$ cat src/rtl/lsu_pkg.sv
package lsu_pkg;

    typedef enum logic [2:0] {
        OP_STW  = 3'd0,
        OP_STL  = 3'd1,
        OP_STH  = 3'd2,
        OP_LDL  = 3'd3,
        OP_LDH  = 3'd4,
        OP_LDB  = 3'd5,
        OP_LDP  = 3'd6,
        OP_NONE = 3'd7
    } op_e;

    typedef enum logic [1:0] {
        PH_IDLE   = 2'd0,
        PH_FIRST  = 2'd1,
        PH_SECOND = 2'd2,
        PH_FINISH = 2'd3
    } phase_e;

    function automatic logic op_is_pair(op_e op);
        return (op == OP_STW) || (op == OP_LDP);
    endfunction

    function automatic logic op_is_store(op_e op);
        return (op == OP_STW) || (op == OP_STL) || (op == OP_STH);
    endfunction

    function automatic logic op_is_data_load(op_e op);
        return (op == OP_LDL) || (op == OP_LDH) || (op == OP_LDB);
    endfunction

    function automatic logic op_is_load(op_e op);
        return op_is_data_load(op) || (op == OP_LDP);
    endfunction

endpackage

$ cat src/rtl/lsu_byte_addr.sv
module lsu_byte_addr #(
    parameter int ADDR_W = 16
) (
    input  logic [ADDR_W-1:0] base_i,
    input  logic              second_i,
    output logic [ADDR_W-1:0] addr_o
);
    // Second byte sits one above the base; the sum wraps at the top of the space.
    always_comb begin
        addr_o = base_i + {{(ADDR_W-1){1'b0}}, second_i};
    end
endmodule

$ cat src/rtl/lsu_store_sel.sv
module lsu_store_sel #(
    parameter int BYTE_W = 8
) (
    input  logic [2*BYTE_W-1:0] word_i,
    input  logic                upper_i,
    output logic [BYTE_W-1:0]   byte_o
);
    always_comb begin
        byte_o = upper_i ? word_i[2*BYTE_W-1:BYTE_W] : word_i[BYTE_W-1:0];
    end
endmodule

$ cat src/rtl/lsu_merge.sv
module lsu_merge
    import lsu_pkg::*;
#(
    parameter int BYTE_W = 8
) (
    input  op_e                 op_i,
    input  logic [2*BYTE_W-1:0] dest_i,
    input  logic [BYTE_W-1:0]   lo_i,
    input  logic [BYTE_W-1:0]   rd_i,
    output logic [2*BYTE_W-1:0] wb_o
);
    localparam int WORD_W = 2 * BYTE_W;

    always_comb begin
        unique case (op_i)
            OP_LDL:  wb_o = {dest_i[WORD_W-1:BYTE_W], rd_i};
            OP_LDH:  wb_o = {rd_i, dest_i[BYTE_W-1:0]};
            OP_LDB:  wb_o = {{BYTE_W{rd_i[BYTE_W-1]}}, rd_i};
            OP_LDP:  wb_o = {rd_i, lo_i};
            default: wb_o = dest_i;
        endcase
    end
endmodule

$ cat src/rtl/lsu_byte_unit.sv
module lsu_byte_unit
    import lsu_pkg::*;
#(
    parameter int ADDR_W = 16,
    parameter int BYTE_W = 8
) (
    input  logic                clk,
    input  logic                rst_n,
    input  logic                req_valid,
    input  logic [2:0]          req_op,
    input  logic [ADDR_W-1:0]   req_addr,
    input  logic [2*BYTE_W-1:0] req_src,
    input  logic [2*BYTE_W-1:0] req_dest,
    output logic                busy,
    output logic                done,
    output logic                wb_en,
    output logic [2*BYTE_W-1:0] wb_data,
    output logic [ADDR_W-1:0]   dmem_addr,
    output logic                dmem_rd,
    output logic                dmem_wr,
    output logic [BYTE_W-1:0]   dmem_wdata,
    input  logic [BYTE_W-1:0]   dmem_rdata,
    output logic [ADDR_W-1:0]   pmem_addr,
    output logic                pmem_rd,
    input  logic [BYTE_W-1:0]   pmem_rdata
);
    localparam int WORD_W = 2 * BYTE_W;

    typedef struct packed {
        phase_e              phase;
        op_e                 op;
        logic [ADDR_W-1:0]   base;
        logic [WORD_W-1:0]   src;
        logic [WORD_W-1:0]   dest;
        logic [BYTE_W-1:0]   lo;
    } state_t;

    localparam state_t ST_RST = '{
        phase: PH_IDLE,
        op:    OP_NONE,
        base:  '0,
        src:   '0,
        dest:  '0,
        lo:    '0
    };

    state_t st_d, st_q;

    logic              second_byte;
    logic              in_access;
    logic              upper_sel;
    logic [ADDR_W-1:0] byte_addr;
    logic [BYTE_W-1:0] rd_byte;
    op_e               req_op_e;

    assign req_op_e    = op_e'(req_op);
    assign second_byte = (st_q.phase == PH_SECOND);
    assign in_access   = (st_q.phase == PH_FIRST) || second_byte;
    assign upper_sel   = second_byte || (st_q.op == OP_STH);
    assign rd_byte     = (st_q.op == OP_LDP) ? pmem_rdata : dmem_rdata;

    lsu_byte_addr #(.ADDR_W(ADDR_W)) u_addr (
        .base_i   (st_q.base),
        .second_i (second_byte),
        .addr_o   (byte_addr)
    );

    lsu_store_sel #(.BYTE_W(BYTE_W)) u_sel (
        .word_i  (st_q.src),
        .upper_i (upper_sel),
        .byte_o  (dmem_wdata)
    );

    lsu_merge #(.BYTE_W(BYTE_W)) u_merge (
        .op_i   (st_q.op),
        .dest_i (st_q.dest),
        .lo_i   (st_q.lo),
        .rd_i   (rd_byte),
        .wb_o   (wb_data)
    );

    always_comb begin
        st_d = st_q;
        unique case (st_q.phase)
            PH_IDLE: begin
                if (req_valid && (req_op_e != OP_NONE)) begin
                    st_d.phase = PH_FIRST;
                    st_d.op    = req_op_e;
                    st_d.base  = req_addr;
                    st_d.src   = req_src;
                    st_d.dest  = req_dest;
                end
            end
            PH_FIRST: begin
                st_d.phase = op_is_pair(st_q.op) ? PH_SECOND : PH_FINISH;
            end
            PH_SECOND: begin
                // the low byte of a program word arrives one cycle after its read
                st_d.lo    = pmem_rdata;
                st_d.phase = PH_FINISH;
            end
            PH_FINISH: begin
                st_d.phase = PH_IDLE;
            end
            default: st_d.phase = PH_IDLE;
        endcase
    end

    always_ff @(posedge clk) begin
        if (!rst_n) begin
            st_q <= ST_RST;
        end else begin
            st_q <= st_d;
        end
    end

    assign busy      = (st_q.phase != PH_IDLE);
    assign done      = (st_q.phase == PH_FINISH);
    assign wb_en     = done && op_is_load(st_q.op);
    assign dmem_addr = byte_addr;
    assign pmem_addr = byte_addr;
    assign dmem_wr   = in_access && op_is_store(st_q.op);
    assign dmem_rd   = in_access && op_is_data_load(st_q.op);
    assign pmem_rd   = in_access && (st_q.op == OP_LDP);

endmodule

$ cat config.mk
export PLATFORM = sky130hd
export DESIGN_NAME = lsu_byte_unit
export DESIGN_NICKNAME = d
export VERILOG_FILES = /design/src/rtl/lsu_pkg.sv /design/src/rtl/lsu_byte_addr.sv /design/src/rtl/lsu_store_sel.sv /design/src/rtl/lsu_merge.sv /design/src/rtl/lsu_byte_unit.sv
export SDC_FILE = /design/constraint.sdc
export NUM_CORES = 1
export LEC_CHECK = 0
export ABC_AREA = 0
export CAP_MARGIN = 20
export CORE_ASPECT_RATIO = 1.25
export CORE_MARGIN = 10
export CORE_UTILIZATION = 44
export CTS_CLUSTER_SIZE = 12
export DETAILED_ROUTE_END_ITERATION = 7
export PLACE_DENSITY = 0.81
export SYNTH_ARGS = -nofsm -noshare
export SYNTH_HDL_FRONTEND = slang
export SYNTH_SLANG_ARGS = --single-unit
export TNS_END_PERCENT = 20
$ cat constraint.sdc
create_clock -name clk -period 3 [get_ports clk]
set_input_delay 0.6 -clock clk [delete_from_list [all_inputs] [get_ports clk]]
set_output_delay 0.6 -clock clk [all_outputs]
set_load 0.02 [all_outputs]
==> flow_summary.yaml, run 1 <==
setup_path:
  crit_required_ns: 2.40
  endpoint_kind: "primary output"
  ff2ff_setup_slack_ns: 1.08
  slowest_stage: "clkdlybuf4s50_1"
  critical_path_class: "flip-flop to primary output"
  arrival_ns: 2.35
  cp-start-kind: "flip-flop"
  slowest_delay_ns: 0.62
  worstPathMaxFanout: 11
  worstPathCellList: "inv_1, a21oi_4, nor2_1, a21oi_1, clkdlybuf4s50_1"
layout:
  drive_gt1_frac: 0.1261
  fillers: 658
  n_antenna_cell: 0
  largest_reg_flops: 61
  final_core_util: 0.6634
  top_register: "st_q"
  reg_top3: "st_q: 61 flops"
  syn_to_final_growth_pct: 45.92
  nNetsFinal: 619
drt:
  drtIter0Drc: 190
  vias_per_cell: 5.346
  ant_nets: 0
  drcViolationCount: 0
  wirelength_um: 10730
  wl_per_cell_um: 16.79
  vias: 3416
  drt-pass1-iter-count: 4
power_and_ir_drop:
  power.density_mw_per_mm2: 730.2
  p_total_mw: 3.606
  ir_worst_vdd_mv: 0.4443
  p_leak_nw: 2.376
global_routing:
  antenna_found_initial: 0
  grt_pass1_wl_um: 16890
  grt_pass1_vias: 3404
  grt_usage: 0.1733
  grt_max_degree: 90
  gr-total-overflow: 0
sta:
  setup_ws_ns: 0.05354
  rsz0062_at_grt: "true"
  timing.final.crit_period_ns: 2.946
  max_freq_ghz: 0.3394
  setup_violations: 0
  min_period_over_period: 0.9822
  drv_slew: 0
  hold_viol: 0
  clock_skew_ns: 0.009496
  fin_setup_tns_ns: 0
  relSlewSlack: 0.4481
  worst_slew_pin_slew_ns: 0.8279
clock_tree:
  cts-htree-levels: 3
  insertion_delay_ns: 0.33
  path_clk_slew_ns: 0.07
  clock_path_buffers: 2
  post-cts-setup-buffers: 0
  clock_sinks: 61
  cts_made_buffers: 9
  cts-root-buf: "clkbuf_8"
  cts_tree: "done"
floorplanning:
  rows: 35
  dieHeight_um: 118.1
  core-area_mm2: 0.007445
  dieArea_mm2: 0.01162
  ios: 132
  initial_core_util: 0.4546
  die_w_um: 98.45
synthesis:
  synth_top_area_frac: 0.3608
  yosysMostFrequentCell: "nand3_1"
  ys_ff_latch: 61
  synth_edf_count: 0
  yosys-top-cells-count: "nand3_1, nand2_1, dfxtp_1"
  yosys-top-cells-area: "dfxtp_1, nand3_1, nand2_1"
  synth_area_per_cell_um2: 7.798
  ys.flop_type: "dfxtp_1"
  async_flop_share: 0
  ys_types: 37
  yosys_warnings: 0
  synthCells: 434
  synth_top_area_cell: "dfxtp_1"
  syn-num-nets: 511
  syn-cell-area_mm2: 0.003384
  yosysSeqAreaShare: 0.3608
place:
  post-place-ws_ns: 0.006250
  port_buffers: 131
  gp_congestion: 0.8529
  hpwlAfterDp_um: 8124
hold_path:
  hold_class: "flip-flop to flip-flop"
job:
  cap_violations: 0
outcome:
  status: "finished, final reports clean"
-- worst max-delay path: cells and delay by family, from the launching register on --
family / cells / cell delay, ns
AOI/OAI and AO/OA: 2 / 0.47
buffers and inverters: 2 / 0.93
DFF: 1 / 0.51
and+or+nand+nor: 1 / 0.09
-- cells by family after synthesis --
logic type	share of synthesized area
buffers and inverters	0.08207
xor gates and xnor gates	0.03623
AOI/OAI and AO/OA	0.09834
adders and majority gates	0.02588
muxes	0.09760
and+or+nand+nor	0.2991
DFF	0.3608
-- stage by stage --
| stage | hold slack (ns) | cells | area (um2) |
|---|---|---|---|
| CTS | 0.4503 | 639 | 4917 |
| finish | 0.4484 | 639 | 4938 |
| global placement | 0.4357 | 623 | 4671 |
| floorplan | 0.4261 | 434 | 3385 |
| global route | 0.4655 | 639 | 4938 |
| detailed placement | 0.4411 | 623 | 4671 |
-- area by class of cell --
type / instances / area, um2 / area share
inverters: 7 / 26.28 / 0.005320
well taps: 92 / 115.1 / 0.02331
clock buffers: 10 / 137.6 / 0.02787
repair buffers: 144 / 1390 / 0.2815
clock inverters: 6 / 110.1 / 0.02230
flip-flops and latches: 61 / 1222 / 0.2475
multi-input cells: 319 / 1937 / 0.3922
-- cell usage in the layout (no fill, tap or decap), types with 2 or more instances in the layout --
cell type,Yosys,final
nor2_1,25,23
o21a_1,3,3
ha_1,7,7
dlygate4sd2_1,0,14
a22oi_1,8,8
clkbuf_2,0,7
inv_1,7,7
a21oi_1,16,16
nand4_4,2,2
xor2_1,6,6
clkinvlp_4,0,2
o2bb2ai_1,7,7
nand4_1,2,2
buf_4,16,12
mux2_2,16,16
nor2_4,0,3
clkbuf_8,0,10
nor2b_1,3,3
o21ai_0,7,7
mux2i_1,15,15
nand3_1,91,89
bufinv_16,0,3
nand3_2,0,2
clkdlybuf4s50_1,0,98
nand2_1,86,86
dfxtp_1,61,60
dlymetal6s2s_1,0,10
nor3_1,3,2
xnor2_1,8,7
-- report_power, final --
| part | internal (mW) | switching, mW |
|---|---|---|
| Sequential | 0.947 | 0.122 |
| Combinational | 0.725 | 0.910 |
| Clock | 0.573 | 0.330 |
| Total | 2.24 | 1.36 |
-- metal layers --
| metal | global-route usage | wire length, um | vias up |
|---|---|---|---|
| met5 | 0 | 0 | - |
| met4 | 0.06732 | 238 | 0 |
| met3 | 0.04521 | 709 | 18 |
| met2 | 0.3129 | 5716 | 99 |
| met1 | 0.1845 | 4067 | 1603 |
| li1 | - | - | 1696 |
-- path summary, 6_finish.rpt --
check | from | endpoint | depth (start not counted)
hold / removal | st_q[27]$_SDFFE_PN0P_ | st_q[27]$_SDFFE_PN0P_ | 2
hold reg to reg | st_q[27]$_SDFFE_PN0P_ | st_q[27]$_SDFFE_PN0P_ | 2
setup / recovery | st_q[58]$_SDFFE_PN1P_ | wb_data[9] | 5
setup reg to reg | st_q[60]$_SDFFE_PN0P_ | st_q[36]$_SDFFE_PN0P_ | 7
-- what timing repair did --
| item | in CTS | in global routing |
|---|---|---|
| endpoints found under the setup margin | 44 | 37 |
| pin swaps | 1 | 2 |
| cloned | 0 | 0 |
| resized for setup | 30 | 29 |
| hold buffers | 0 | 0 |
Note: power is estimated with default switching activity, not from simulation.
==> run 2, diff against run 1 <==
--- a/config.mk
+++ b/config.mk
@@ -6,7 +6,6 @@
 export NUM_CORES = 1
 export LEC_CHECK = 0
 export ABC_AREA = 0
-export CAP_MARGIN = 20
 export CORE_ASPECT_RATIO = 1.25
 export CORE_MARGIN = 10
 export CORE_UTILIZATION = 44
==> results of run 2 <==
The final DEF is identical to that of run 1; final timing and power are the same.
==> run 3, diff against run 2 <==
--- a/config.mk
+++ b/config.mk
@@ -6,12 +6,14 @@
 export NUM_CORES = 1
 export LEC_CHECK = 0
 export ABC_AREA = 0
+export CELL_PAD_IN_SITES_DETAIL_PLACEMENT = 1
+export CELL_PAD_IN_SITES_GLOBAL_PLACEMENT = 2
 export CORE_ASPECT_RATIO = 1.25
 export CORE_MARGIN = 10
-export CORE_UTILIZATION = 44
+export CORE_UTILIZATION = 24
 export CTS_CLUSTER_SIZE = 12
 export DETAILED_ROUTE_END_ITERATION = 7
-export PLACE_DENSITY = 0.81
+export PLACE_DENSITY_LB_ADDON = 0.1
 export SYNTH_ARGS = -nofsm -noshare
 export SYNTH_HDL_FRONTEND = slang
 export SYNTH_SLANG_ARGS = --single-unit
==> run 3 against run 2 <==
  * Combinational power is 4% higher
  * Power is 5.1% higher
  * First-iteration DRC count shrank 1.1%
  * Clock power grew 14%
  * Register-to-register slack got worse by 0.06 ns
  * Critical path depth grew 4
  * Sequential power about the same
  * Die area grew 66%
  * Non-clock buffer count grew 10
  * Flip-flop and latch count did not move
  * Sequential share of layout area fell by 0.90 points
  * Critical path type unchanged
==> flow_summary.yaml, run 3 (synthesis results as in run 1) <==
outcome:
  status: "finished, final reports clean"
clock_tree:
  clock_sinks: 61
  post-cts-setup-buffers: 0
  cts-root-buf: "clkbuf_16"
  path_clk_slew_ns: 0.06
  cts_tree: "done"
  clock_path_buffers: 2
  insertion_delay_ns: 0.33
  cts-htree-levels: 3
  cts_made_buffers: 9
layout:
  n_antenna_cell: 0
  syn_to_final_growth_pct: 51.42
  largest_reg_flops: 61
  top_register: "st_q"
  nNetsFinal: 629
  final_common_cell: "clkdlybuf4s50_1"
  reg_top3: "st_q: 61 flops"
  final_core_util: 0.3710
  layout_common_cells: "clkdlybuf4s50_1, nand3_1, nand2_1, dfxtp_1, nor2_1"
  drive_gt1_frac: 0.1329
setup_path:
  critical_path_class: "flip-flop to primary output"
  worstPathMaxFanout: 4
  crit_required_ns: 2.40
  endpoint_kind: "primary output"
  ff2ff_setup_slack_ns: 1.02
  arrival_ns: 2.30
  rr_startpoint: "st_q[60]$_SDFFE_PN0P_"
  cp-start-kind: "flip-flop"
  crit_start: "st_q[59]$_SDFFE_PN0P_"
sta:
  setup_violations: 0
  relSlewSlack: 0.6077
  worst_slew_pin_slew_ns: 0.5877
  min_period_over_period: 0.9673
  drv_slew: 0
  rsz0062_at_grt: "true"
  hold_viol: 0
  timing.final.crit_period_ns: 2.902
  max_freq_ghz: 0.3446
  clock_skew_ns: 0.007041
floorplanning:
  dieHeight_um: 152.8
  ios: 132
  die_w_um: 126.2
  rows: 48
  core-area_mm2: 0.01381
  initial_core_util: 0.2450
  dieArea_mm2: 0.01928
power_and_ir_drop:
  p_leak_nw: 2.390
  power.density_mw_per_mm2: 739.9
  ir_worst_vdd_mv: 0.3602
  p_total_mw: 3.792
global_routing:
  grt_pass1_wl_um: 19730
  antenna_found_initial: 0
  gr-total-overflow: 0
  gr-usage-met3: 0.04629
  grt_pass1_vias: 3637
  grt_usage: 0.1263
  grtUsageMet1: 0.1413
  grt_max_degree: 69
  grt_busiest_layer: "met2"
  use_met2: 0.2181
drt:
  drt-pass1-iter-count: 4
  vias_per_cell: 4.695
  wirelength_um: 12600
  ant_nets: 0
  wl_per_cell_um: 17.21
  vias: 3437
  drtIter0Drc: 188
  drcViolationCount: 0
hold_path:
  hold_class: "flip-flop to flip-flop"
  worstHoldStart: "st_q[26]$_SDFFE_PN0P_"
place:
  hpwlAfterDp_um: 9633
  port_buffers: 131
  gp_congestion: 0.7583
job:
  cap_violations: 0
==> run 3: report_power, final <==
part / leakage, nW / internal (mW) / total, mW / switching [mW]
Sequential: 0.500 / 0.949 / 1.06 / 0.112
Clock: 0.143 / 0.663 / 1.03 / 0.367
Combinational: 1.75 / 0.753 / 1.70 / 0.948
==> run 3: final timing paths <==
path | end | depth (start not counted)
max | dmem_addr[11] | 9
min | st_q[26]$_SDFFE_PN0P_ | 2
max reg2reg | st_q[42]$_SDFFE_PN0P_ | 7
min reg2reg | st_q[26]$_SDFFE_PN0P_ | 2
==> run 3: cell type report <==
class / count / area [um2]
Fill cell: 1642 / 8688
Multi-Input combinational cell: 319 / 1894
Timing Repair Buffer: 154 / 1469
Sequential cell: 61 / 1222
Clock buffer: 12 / 246.5
Tap cell: 175 / 219.0
Clock inverter: 4 / 47.55
Inverter: 7 / 26.28
==> run 3: stage by stage <==
stage | hold WS [ns] | worst slack (ns) | TNS (ns) | std cells | instance area (um2)
after global placement | 0.4346 | 0.08992 | 0 | 716 | 4862
after global routing | 0.4644 | -0.04812 | -0.1206 | 732 | 5125
final | 0.4479 | 0.09800 | 0 | 732 | 5125
after detailed placement | 0.4413 | -0.001901 | -0.001901 | 716 | 4862
after floorplan | 0.4261 | 0.3279 | 0 | 434 | 3385
after CTS | 0.4487 | 0.0007798 | 0 | 732 | 5130
==> run 3: routing by layer <==
layer | part of all wire | routed length (um) | vias to the layer above
met5 | 0 | 0 | -
met2 | 0.51 | 6381 | 86
met1 | 0.42 | 5320 | 1632
met4 | 0.0098 | 123 | 0
met3 | 0.061 | 773 | 7
li1 | - | - | 1712
==> run 3: worst max-delay path: stages (launching register included) <==
cell and delay [ns]:
dfxtp_1 0.31, inv_1 0.07, ha_1 0.17, ha_1 0.19, and4_4 0.26, nand4_4 0.12
buf_4 0.18, nor2_1 0.15, xor2_1 0.17, dlygate4sd2_1 0.35
==> run 3: repair_timing <==
| item | in CTS | in global routing |
|---|---|---|
| gates cloned | 0 | 0 |
| gates resized for setup | 30 | 26 |
| hold buffers | 0 | 0 |
| setup endpoints to repair | 22 | 22 |
